`config.mk`:
```
export PLATFORM = sky130hd
export DESIGN_NAME = acc_alu_core
export DESIGN_NICKNAME = d
export VERILOG_FILES = /design/src/rtl/acc_alu_pkg.sv /design/src/rtl/acc_alu_decode.sv /design/src/rtl/acc_alu_logic.sv /design/src/rtl/acc_alu_arith.sv /design/src/rtl/acc_alu_core.sv
export SDC_FILE = /design/constraint.sdc
export NUM_CORES = 1
export LEC_CHECK = 0
export ABC_AREA = 1
export BUFFER_PORTS_ARGS = -buffer_cell sky130_fd_sc_hd__buf_2
export CAP_MARGIN = 20
export CORE_MARGIN = 1.5
export CORE_UTILIZATION = 44
export CTS_CLUSTER_SIZE = 30
export DETAILED_ROUTE_END_ITERATION = 16
export GPL_TIMING_DRIVEN = 0
export PLACE_DENSITY = 0.65
export SLEW_MARGIN = 20
export SYNTH_ARGS = -nofsm -noshare
export SYNTH_HDL_FRONTEND = slang
export SYNTH_SLANG_ARGS = --single-unit
```
`constraint.sdc`:
```
create_clock -name clk -period 2.9 [get_ports clk]
set_input_delay 0.145 -clock clk [delete_from_list [all_inputs] [get_ports clk]]
set_output_delay 0.145 -clock clk [all_outputs]
set_load 0.01 [all_outputs]
```
`src/rtl/acc_alu_pkg.sv`:
```
package acc_alu_pkg;

  localparam int OPC_W = 8;
  localparam int NIB_W = 4;

  typedef enum logic [3:0] {
    OP_LOAD,
    OP_OR,
    OP_AND,
    OP_XOR,
    OP_ADD,
    OP_SUB_REV,   // operand - acc
    OP_SUB_FWD,   // acc - operand
    OP_SHR,
    OP_SHL
  } alu_op_e;

  typedef struct packed {
    logic    hit;     // opcode belongs to the group
    alu_op_e op;
    logic    imm;     // operand came from the instruction stream
  } dec_t;

endpackage

```
`src/rtl/acc_alu_decode.sv`:
```
module acc_alu_decode
  import acc_alu_pkg::*;
#(
  parameter logic [NIB_W-1:0] GROUP_NIB = 4'hF
) (
  input  logic [OPC_W-1:0] opcode,
  output dec_t             dec
);

  logic [NIB_W-1:0] hi_nib;
  logic [NIB_W-1:0] lo_nib;

  assign hi_nib = opcode[OPC_W-1:NIB_W];
  assign lo_nib = opcode[NIB_W-1:0];

  always_comb begin
    dec.hit = (hi_nib == GROUP_NIB);
    unique case (lo_nib[2:0])
      3'd0: dec.op = OP_LOAD;
      3'd1: dec.op = OP_OR;
      3'd2: dec.op = OP_AND;
      3'd3: dec.op = OP_XOR;
      3'd4: dec.op = OP_ADD;
      3'd5: dec.op = OP_SUB_REV;
      3'd6: dec.op = lo_nib[3] ? OP_SHL : OP_SHR;
      default: dec.op = OP_SUB_FWD;
    endcase
    // shifts take no operand byte, so they never consume an immediate
    dec.imm = lo_nib[3] && (lo_nib[2:0] != 3'd6);
  end

endmodule

```
`src/rtl/acc_alu_logic.sv`:
```
module acc_alu_logic
  import acc_alu_pkg::*;
#(
  parameter int DATA_W = 8
) (
  input  alu_op_e           op,
  input  logic [DATA_W-1:0] acc,
  input  logic [DATA_W-1:0] opd,
  output logic [DATA_W-1:0] res
);

  always_comb begin
    unique case (op)
      OP_LOAD: res = opd;
      OP_OR:   res = acc | opd;
      OP_AND:  res = acc & opd;
      OP_XOR:  res = acc ^ opd;
      default: res = acc;
    endcase
  end

endmodule

```
`src/rtl/acc_alu_arith.sv`:
```
module acc_alu_arith
  import acc_alu_pkg::*;
#(
  parameter int DATA_W = 8
) (
  input  alu_op_e           op,
  input  logic [DATA_W-1:0] acc,
  input  logic [DATA_W-1:0] opd,
  output logic [DATA_W-1:0] sum,
  output logic              cout,
  output logic [DATA_W-1:0] shv,
  output logic              shout
);

  localparam int SUM_W = DATA_W + 1;

  logic [DATA_W-1:0] a_in;
  logic [DATA_W-1:0] b_in;
  logic              cin;
  logic [SUM_W-1:0]  total;

  // one shared adder: a + (b or ~b) + cin
  always_comb begin
    a_in = acc;
    b_in = opd;
    cin  = 1'b0;
    unique case (op)
      OP_SUB_REV: begin
        a_in = opd;
        b_in = ~acc;
        cin  = 1'b1;
      end
      OP_SUB_FWD: begin
        b_in = ~opd;
        cin  = 1'b1;
      end
      default: ;
    endcase
  end

  assign total = {1'b0, a_in} + {1'b0, b_in} + {{DATA_W{1'b0}}, cin};
  assign sum   = total[DATA_W-1:0];
  assign cout  = total[DATA_W];

  always_comb begin
    if (op == OP_SHL) begin
      shv   = {acc[DATA_W-2:0], 1'b0};
      shout = acc[DATA_W-1];
    end else begin
      shv   = {1'b0, acc[DATA_W-1:1]};
      shout = acc[0];
    end
  end

endmodule

```
`src/rtl/acc_alu_core.sv`:
```
module acc_alu_core
  import acc_alu_pkg::*;
#(
  parameter int               DATA_W    = 8,
  parameter logic [NIB_W-1:0] GROUP_NIB = 4'hF
) (
  input  logic              clk,
  input  logic              rst,
  input  logic              exec_i,
  input  logic [7:0]        opcode_i,
  input  logic [DATA_W-1:0] operand_i,
  output logic [DATA_W-1:0] acc_o,
  output logic              flag_o,
  output logic              rp_step_o
);

  dec_t              dec;
  logic [DATA_W-1:0] logic_res;
  logic [DATA_W-1:0] sum;
  logic              cout;
  logic [DATA_W-1:0] shv;
  logic              shout;
  logic [DATA_W-1:0] acc_nxt;
  logic              flag_nxt;
  logic              fire;

  acc_alu_decode #(.GROUP_NIB(GROUP_NIB)) u_dec (
    .opcode (opcode_i),
    .dec    (dec)
  );

  acc_alu_logic #(.DATA_W(DATA_W)) u_logic (
    .op  (dec.op),
    .acc (acc_o),
    .opd (operand_i),
    .res (logic_res)
  );

  acc_alu_arith #(.DATA_W(DATA_W)) u_arith (
    .op    (dec.op),
    .acc   (acc_o),
    .opd   (operand_i),
    .sum   (sum),
    .cout  (cout),
    .shv   (shv),
    .shout (shout)
  );

  assign fire = exec_i && dec.hit;

  always_comb begin
    unique case (dec.op)
      OP_ADD, OP_SUB_REV, OP_SUB_FWD: begin
        acc_nxt  = sum;
        flag_nxt = cout;
      end
      OP_SHR, OP_SHL: begin
        acc_nxt  = shv;
        flag_nxt = shout;
      end
      default: begin
        acc_nxt  = logic_res;
        flag_nxt = flag_o;
      end
    endcase
  end

  always_ff @(posedge clk) begin
    if (rst) begin
      acc_o     <= '0;
      flag_o    <= 1'b0;
      rp_step_o <= 1'b0;
    end else begin
      rp_step_o <= fire && dec.imm;
      if (fire) begin
        acc_o  <= acc_nxt;
        flag_o <= flag_nxt;
      end
    end
  end

endmodule

```
# --- Word level (Yosys, flattened, before mapping) ---
# Cells that the tools add are included.
word_totals:
  inputBits: 19
  wordCells: 48
  latchBits: 0
  regBits: 10
  n_memories: 0
  out_inout_bits: 10
  ram_bits: 0
  romBits: 0
classes:
  multipliers: 0
  bitwise_logic: 5
  n_lt_le_gt_ge: 0
  n_eq_ne: 16
  n_mux: 10
  add_sub_neg: 2
  n_div: 0
  n_shift: 0
  reduce_logical: 12
ops:
  columns: ["op", "n"]
  rows:
  - ["$pmux W8 S2", 2]
  - ["$pmux W8 S4", 1]
  - ["$pmux W4 S7", 1]
  - ["$eq A4 B3 Y1 const B", 4]
  - ["$mux W8", 2]
  - ["$not A8 Y8", 2]
  - ["$add A8 B8 Y9", 1]
  - ["$add A9 B1 Y9", 1]
  - ["$eq A3 B3 Y1 const B", 3]
  - ["$and A8 B8 Y8", 1]
  - ["$eq A4 B2 Y1 const B", 2]
  - ["$eq A4 B4 Y1 const B", 2]
  - ["$or A8 B8 Y8", 1]
  - ["$xor A8 B8 Y8", 1]
  - ["$eq A3 B2 Y1 const B", 2]
  - ["$reduce_bool A6 Y1", 1]
  - ["$eq A4 B1 Y1 const B", 1]
  - ["$logic_not A4 Y1", 1]
  - ["$mux W4", 1]
  - ["$reduce_and A2 Y1", 2]
  - ["$reduce_or A2 Y1", 2]
  - ["$eq A3 B1 Y1 const B", 1]
  - ["$logic_and A1 B1 Y1", 3]
  - ["$logic_not A3 Y1", 1]
  - ["5 further kinds", 6]

# --- Logic depth before layout (Yosys ltp) ---
# Gate-level depths: netlist of the first run.
depth:
  word_depth: 7
  mapped_depth: 17

# --- Cells and area by module ---
# A second synthesis of the first run with hierarchy kept.
hier_totals:
  hier_cells: 386
  area_unflattened_um2: 2237.1
by_module_without_submodules:
  columns: ["mod", "cells_per_inst", "seq_area_each_um2", "area_per_inst_um2", "n_inst"]
  rows:
  - ["acc_alu_arith", 143, 0.0, 860.8, 1]
  - ["acc_alu_logic", 124, 0.0, 676.9, 1]
  - ["acc_alu_core", 102, 200.2, 625.6, 1]
  - ["acc_alu_decode", 17, 0.0, 73.8, 1]

# --- Least setup slack after synthesis of the first run ---
# No wires, ideal clock.
synth_path:
  path_kind: "input to register"
  start: "in opcode_i[0]"
  end: "reg acc_o[2]"
  stages: 16
  n_path_buf: 1
  required_time_ns: 2.791
  t_arrival_ns: 2.187
  setup_slack_ns: 0.605
  cell_sequence: "nand2_1 buf_2 nor2_1 inv_1 o22ai_1 a21oi_1 fa_1 inv_1 fa_1 or2_2 nand3_1 o21ai_0 o21ai_0 nand3_1 nand2_1 inv_1"
synth_between:
  elab_chain_len: 7
  word_cells_on_any_way: 30
  classes_between: "add/sub (2); eq/ne (14); mux (7); reduce/logical (7)"
synth_rtl:
  columns: ["item", "line", "text"]
  rows:
  - ["start, declared", "acc_alu_core.sv:10", "input logic [7:0] opcode_i,"]
  - ["$eq A3 B3 Y1, or another cell as far along", "acc_alu_decode.sv:18", "unique case (lo_nib[2:0])"]
  - ["$pmux W4 S7 *", "acc_alu_decode.sv:18", null]
  - ["$eq A4 B3 Y1", "acc_alu_arith.sv:27, acc_alu_core.sv:52", null]
  - ["$pmux W8 S2, or another cell as far along", "acc_alu_arith.sv:27", "unique case (op)"]
  - ["$add A8 B8 Y9 or $mux W1 (tied branches)", "acc_alu_arith.sv:41, acc_alu_arith.sv:27", null]
  - ["$add A9 B1 Y9", "acc_alu_arith.sv:41", "assign total = {1'b0, a_in} + {1'b0, b_in} + {{DATA_W{1'b0}}, cin};"]
  - ["$pmux W8 S2", "acc_alu_core.sv:52", "unique case (dec.op)"]
  - ["end signal, assigned", "acc_alu_core.sv:76", "acc_o <= acc_nxt;"]
  - ["end, declared", "acc_alu_core.sv:12", "output logic [DATA_W-1:0] acc_o,"]
# Mark *: on every way between the ends. The rest lies on a longest branch, timed or not.
# A chain may end at the register's enable or synchronous reset.

# --- Worst setup path after layout of the first run ---
layout_path:
  start: "in opcode_i[2]"
  end: "reg acc_o[2]"
# Same word-level chain as after synthesis.

==> results of run 1 <==
[through the flow]
| stage | TNS [ns] | setup slack, ns | instance area, um2 | utilization (%) |
|---|---|---|---|---|
| 2_1_floorplan | 0 | 0.605 | 1630 | - |
| 3_3_place_gp | -0.0547 | -0.0547 | 1830 | 53.2 |
| 3_5_place_dp | -0.0634 | -0.0634 | 1830 | 53.2 |
| 4_1_cts | 0 | 0.155 | 1870 | 54.4 |
| 5_1_grt | 0 | 0.0958 | 1870 | 54.4 |
| 6_report | 0 | 0.222 | 1870 | 54.4 |
[repair_timing]
item                                   4_1_cts  5_1_grt
endpoints found under the hold margin        0        0
setup endpoints to repair                    0        1
hold buffers                                 0        0
gates resized for setup                      0        1
[worst max-delay path, stage by stage]
cell	delay [ns]
buf_2	0.15
nand2_1	0.10
buf_2	0.25
nor2_1	0.08
inv_2	0.16
o22ai_1	0.09
a21oi_1	0.19
fa_1	0.23
inv_1	0.07
fa_1	0.42
or2_2	0.31
nand3_1	0.09
o21ai_0	0.08
o21ai_0	0.22
nand3_1	0.10
nand2_1	0.08
inv_1	0.03
[area by class of cell]
class	instances	area [um2]
buffer	2	10.0
clock buffer	3	41.3
fill	373	1570
inverter	41	154
multi-input combinational	225	1270
sequential	10	200
tap	46	57.6
timing repair buffer	28	140
[cells in the final DEF, fill, tap and decap left out, types with 3 or more instances in the layout]
cell type | synthesis | layout
ha_1 | 23 | 23
buf_2 | 2 | 30
o2111ai_1 | 6 | 6
nand3_1 | 14 | 14
nand2_1 | 81 | 81
nor2_1 | 19 | 19
o21ai_1 | 3 | 3
a21oi_1 | 19 | 19
o21ai_0 | 31 | 31
dfxtp_1 | 10 | 10
nor2_2 | 9 | 9
nand4_1 | 4 | 4
inv_1 | 39 | 38
clkbuf_8 | 0 | 3
inv_2 | 2 | 3
a22oi_1 | 3 | 3
[sequential cells by signal (all words and copies together), names as in the netlist]
signal / flops
flag_o: 1
acc_o: 8
rp_step_o: 1
[worst min path at each step]
| stage | from | cells past startpoint | endpoint |
|---|---|---|---|
| after floorplan | rst | 1 | acc_o[4]$_SDFFE_PP0P_ |
| after global placement | rst | 2 | acc_o[4]$_SDFFE_PP0P_ |
| after detailed placement | rst | 2 | acc_o[6]$_SDFFE_PP0P_ |
| after CTS | rst | 2 | acc_o[4]$_SDFFE_PP0P_ |
| after global routing | rst | 2 | acc_o[0]$_SDFFE_PP0P_ |
| final | opcode_i[3] | 3 | rp_step_o$_SDFF_PP0_ |
[kinds of logic after synthesis]
family,count (synthesis),share of synthesized area (%)
AND/OR/NAND/NOR,132,34.1
AO/OA/AOI/OAI,68,23.5
buffers and inverters,43,10.0
adder cells (fa/ha/maj),25,20.1
flip-flops,10,12.3
[routing by layer]
| metal | vias to the layer above | GRT usage [%] |
|---|---|---|
| met3 | 6 | 2.29 |
| met1 | 857 | 37.6 |
| met5 | - | 0 |
| met4 | 0 | 5.43 |
| li1 | 994 | - |
| met2 | 71 | 43.9 |
[power by group]
group          internal, uW  switching [uW]  leakage (uW)
Clock                  91.2            56.6     0.0000216
Sequential              140            3.04     0.0000807
Combinational          68.7             128      0.000859
==> flow_summary.toml, run 1 <==
[run_status]
status = "complete, no violations"

[logic_synthesis]
syn_inst = 278
synthArstFlopShare_pct = 0
syn-num-nets = 322
yosys.area.top_type_share_pct = 18.6
syn_area_um2 = 1630
synth.avg_cell_area_um2 = 5.88
synth_top_cell_by_area = "nand2_1"
synth.area.top_cells = "nand2_1 19%, ha_1 18%, dfxtp_1 12%"
synthFlopType = "dfxtp_1"
synth_cell_types = 24
ys_seq_elements = 10
ys_warn_count = 0
ys_seq_area_share_pct = 12.3
synth_most_common_cell = "nand2_1"
synth_edf_count = 0
ys_top_cells_by_count = "81 x nand2_1, 39 x inv_1, 31 x o21ai_0"

[floorplan]
dieWidth_um = 63.9
io_pins = 29
die_h_um = 63.9
start_util_pct = 47.5
die-area_um2 = 4090
num_rows = 21
core-area_um2 = 3440

[grt]
antenna_found_initial = 0
grt_pass1_vias = 1767
grt_pass1_wl_um = 8630
grt_max_degree = 11
overflow = 0
grt_usage_pct = 26.6

[critical_path]
reg2regPathDepth = 12
crit_fanout = 10
critPathLaunch = "opcode_i[2]"
ff2ff_setup_slack_ns = 0.42
worstSetupEndpoint = "acc_o[2]$_SDFFE_PP0P_"
startpoint_type = "input port"
reg2reg_to = "acc_o[2]$_SDFFE_PP0P_"
crit_type = "in -> reg"
end_kind = "flop"
worstPathRequired_ns = 3.04
cp.arrival_ns = 2.81
rr_startpoint = "acc_o[0]$_SDFFE_PP0P_"

[sta]
slew_violations = 0
hold_viol = 0
period_share_pct = 92.3
fin_crit_ns = 2.68
whs_ns = 0.194
tightest_slew_ns = 0.777
relSlewSlack_pct = 48.0
setup_viol = 0
skew_ns = 0.00134
rsz0062_at_grt = "false"
max_freq_mhz = 373

[cells_and_area]
area_delta_synth_final_pct = 14.6
fin_nets = 355
drive_gt1_share_pct = 15.2
diodes = 0
fin_cells = 355

[pwr]
powerDensity_nw_per_um2 = 260
total_power_uw = 487
p_leak_uw = 0.000961
max-vdd-ir-drop_mv = 0.180

[clock_tree]
clk_pin_slew_ns = 0.05
post-cts-setup-buffers = 0
cts_htree_levels = 1
cts_made_buffers = 3
tritoncts = "yes"
clock_latency_ns = 0.23
cts_root_buffer = "clkbuf_8"
clock_path_buffers = 2
cts.sinks = 10

[routing]
drt_iter0_markers = 154
postRouteWirelength_um = 5220
wl_met3_um = 331
drc = 0
wl_met2_um = 2290
wire_per_inst_um = 14.7
dr_total_vias = 1928
drtPass1Iterations = 5
highest-signal-layer = "met4"
antenna_left = 0
vias_per_cell = 5.43
met1_length_um = 2550

[placement]
gp_congestion = 0.916
dp_cells = 352
hpwl_um = 3910
portBuffers = 28

[worst_hold_path]
hp-class = "in -> reg"

[job]
drv_cap = 0
Note: power is estimated with default switching activity, not from simulation.
==> run 2, diff against run 1 <==
--- a/config.mk
+++ b/config.mk
@@ -9,11 +9,11 @@
 export BUFFER_PORTS_ARGS = -buffer_cell sky130_fd_sc_hd__buf_2
 export CAP_MARGIN = 20
 export CORE_MARGIN = 1.5
-export CORE_UTILIZATION = 44
+export CORE_UTILIZATION = 55
 export CTS_CLUSTER_SIZE = 30
 export DETAILED_ROUTE_END_ITERATION = 16
 export GPL_TIMING_DRIVEN = 0
-export PLACE_DENSITY = 0.65
+export PLACE_DENSITY = 0.79
 export SLEW_MARGIN = 20
 export SYNTH_ARGS = -nofsm -noshare
 export SYNTH_HDL_FRONTEND = slang
==> run 2 against run 1 <==
  * Sequential share of layout area rose by 0.22 points
  * Non-clock buffer count did not move
  * Clock skew rose by 0.0032 ns
  * Clock power fell by 32%
  * First-iteration DRC count fell by 26%
  * Flip-flop and latch count did not move
  * Wire length fell by 7.8%
  * Sequential power barely moved
  * Critical endpoint is now acc_o[1]$_SDFFE_PP0P_
  * Largest cell class unchanged
==> flow_summary.toml, run 2 (synthesis results as in run 1) <==
[floorplan]
die-area_um2 = 3310
die_h_um = 57.5
core-area_um2 = 2780
dieWidth_um = 57.5
num_rows = 19
io_pins = 29
start_util_pct = 58.7

[pwr]
p_leak_uw = 0.000953
powerDensity_nw_per_um2 = 236
max-vdd-ir-drop_mv = 0.218
total_power_uw = 434

[cells_and_area]
drive_gt1_share_pct = 15.2
regMostFlops = "acc_o"
fillCellCount = 281
design_area_um2 = 1840
largest_reg_flops = 8
final_cell_mix = "81 x nand2_1, 38 x inv_1, 31 x o21ai_0, 30 x buf_2, 23 x ha_1"
area_delta_synth_final_pct = 12.3
diodes = 0
fin_nets = 355
largestRegisters = "acc_o (8), flag_o (1), rp_step_o (1)"
final_common_cell = "nand2_1"

[clock_tree]
clock_path_buffers = 2
cts_htree_levels = 1
cts.hold.buffers_added = 0
cts.sinks = 10
post-cts-setup-buffers = 0
clk_pin_slew_ns = 0.07
tritoncts = "yes"
cts_made_buffers = 3
clock_latency_ns = 0.28
cts_root_buffer = "clkbuf_4"

[routing]
vias_per_cell = 5.75
antenna_left = 0
dr_total_vias = 1955
drc = 0
drtPass1Iterations = 6
drt_iter0_markers = 114
postRouteWirelength_um = 4810
wire_per_inst_um = 14.2

[placement]
hpwl_um = 3650
dpl_cell_area_um2 = 1810
portBuffers = 28
gp_congestion = 0.928
dp_slack_ns = -0.0481

[sta]
hold_viol = 0
slew_violations = 0
skew_ns = 0.00457
tightest_slew_ns = 0.706
fin_crit_ns = 2.63
period_share_pct = 90.6
rsz0062_at_grt = "false"
setup_viol = 0
max_freq_mhz = 381
setup_ws_ns = 0.273
relSlewSlack_pct = 52.8

[critical_path]
worstPathRequired_ns = 3.08
rr_startpoint = "acc_o[0]$_SDFFE_PP0P_"
cp.arrival_ns = 2.80
crit_type = "in -> reg"
end_kind = "flop"
ff2ff_setup_slack_ns = 0.45
crit_fanout = 8
critPathLaunch = "opcode_i[2]"
startpoint_type = "input port"

[grt]
antenna_found_initial = 0
grt_pass1_wl_um = 8020
grt_usage_pct = 31.5
grt_max_degree = 11
overflow = 0
grt_pass1_vias = 1667

[run_status]
status = "complete, no violations"

[job]
drv_cap = 0

[worst_hold_path]
min-delay-start = "rst"
hp-class = "in -> reg"
## run 2: routing by layer
metal	vias to the layer above	routed length (um)	global-route usage, %
li1	988	-	-
met1	862	2180	47.8
met2	97	2080	46.9
met3	8	450	2.27
met4	0	97	10.3
met5	-	0	0
## run 2: final cells by class
type	count	area, um2	area share [%]
Buffer	2	10.0	0.545
Clock buffer	3	22.5	1.23
Inverter	41	154	8.38
Multi-Input combinational cell	225	1270	69.2
Sequential cell	10	200	10.9
Tap cell	31	38.8	2.11
Timing Repair Buffer	28	140	7.63
## run 2: final timing paths
| kind | endpoint | depth (start not counted) |
|---|---|---|
| max | acc_o[1]$_SDFFE_PP0P_ | 15 |
| min | acc_o[4]$_SDFFE_PP0P_ | 2 |
| max reg2reg | acc_o[2]$_SDFFE_PP0P_ | 12 |
| min reg2reg | flag_o$_SDFFE_PP0P_ | 2 |
## run 2: worst max-delay path, stage by stage
cell and delay [ns]:
buf_2 0.17, nand2_1 0.10, nor2_2 0.36, inv_1 0.27, o22ai_1 0.21, a21oi_1 0.08, fa_1 0.41, inv_1 0.11
fa_1 0.41, nand2_1 0.11, o21ai_0 0.08, o21ai_0 0.15, nand3_1 0.09, nand2_1 0.07, inv_1 0.03
## run 2: per-stage QoR
step | util [%] | cells | TNS [ns] | hold slack (ns)
after detailed placement | 65.2 | 337 | -0.0481 | 0.433
after global routing | 66.0 | 340 | 0 | 0.151
after global placement | 65.2 | 337 | 0 | 0.426
final | 66.0 | 340 | 0 | 0.139
after CTS | 66.0 | 340 | 0 | 0.145
after floorplan | - | 278 | 0 | 0.214
## run 2: report_power, final
| part | internal [uW] | total [uW] | switching, uW |
|---|---|---|---|
| combinational | 68.2 | 191 | 123 |
| clock | 48.2 | 100 | 52.2 |
| sequential | 139 | 142 | 2.94 |
| total | 256 | 434 | 178 |
## run 2: timing repair
action,4_1_cts,5_1_grt
resized for setup,0,1
setup endpoints to repair,0,1
endpoints found under the hold margin,0,0
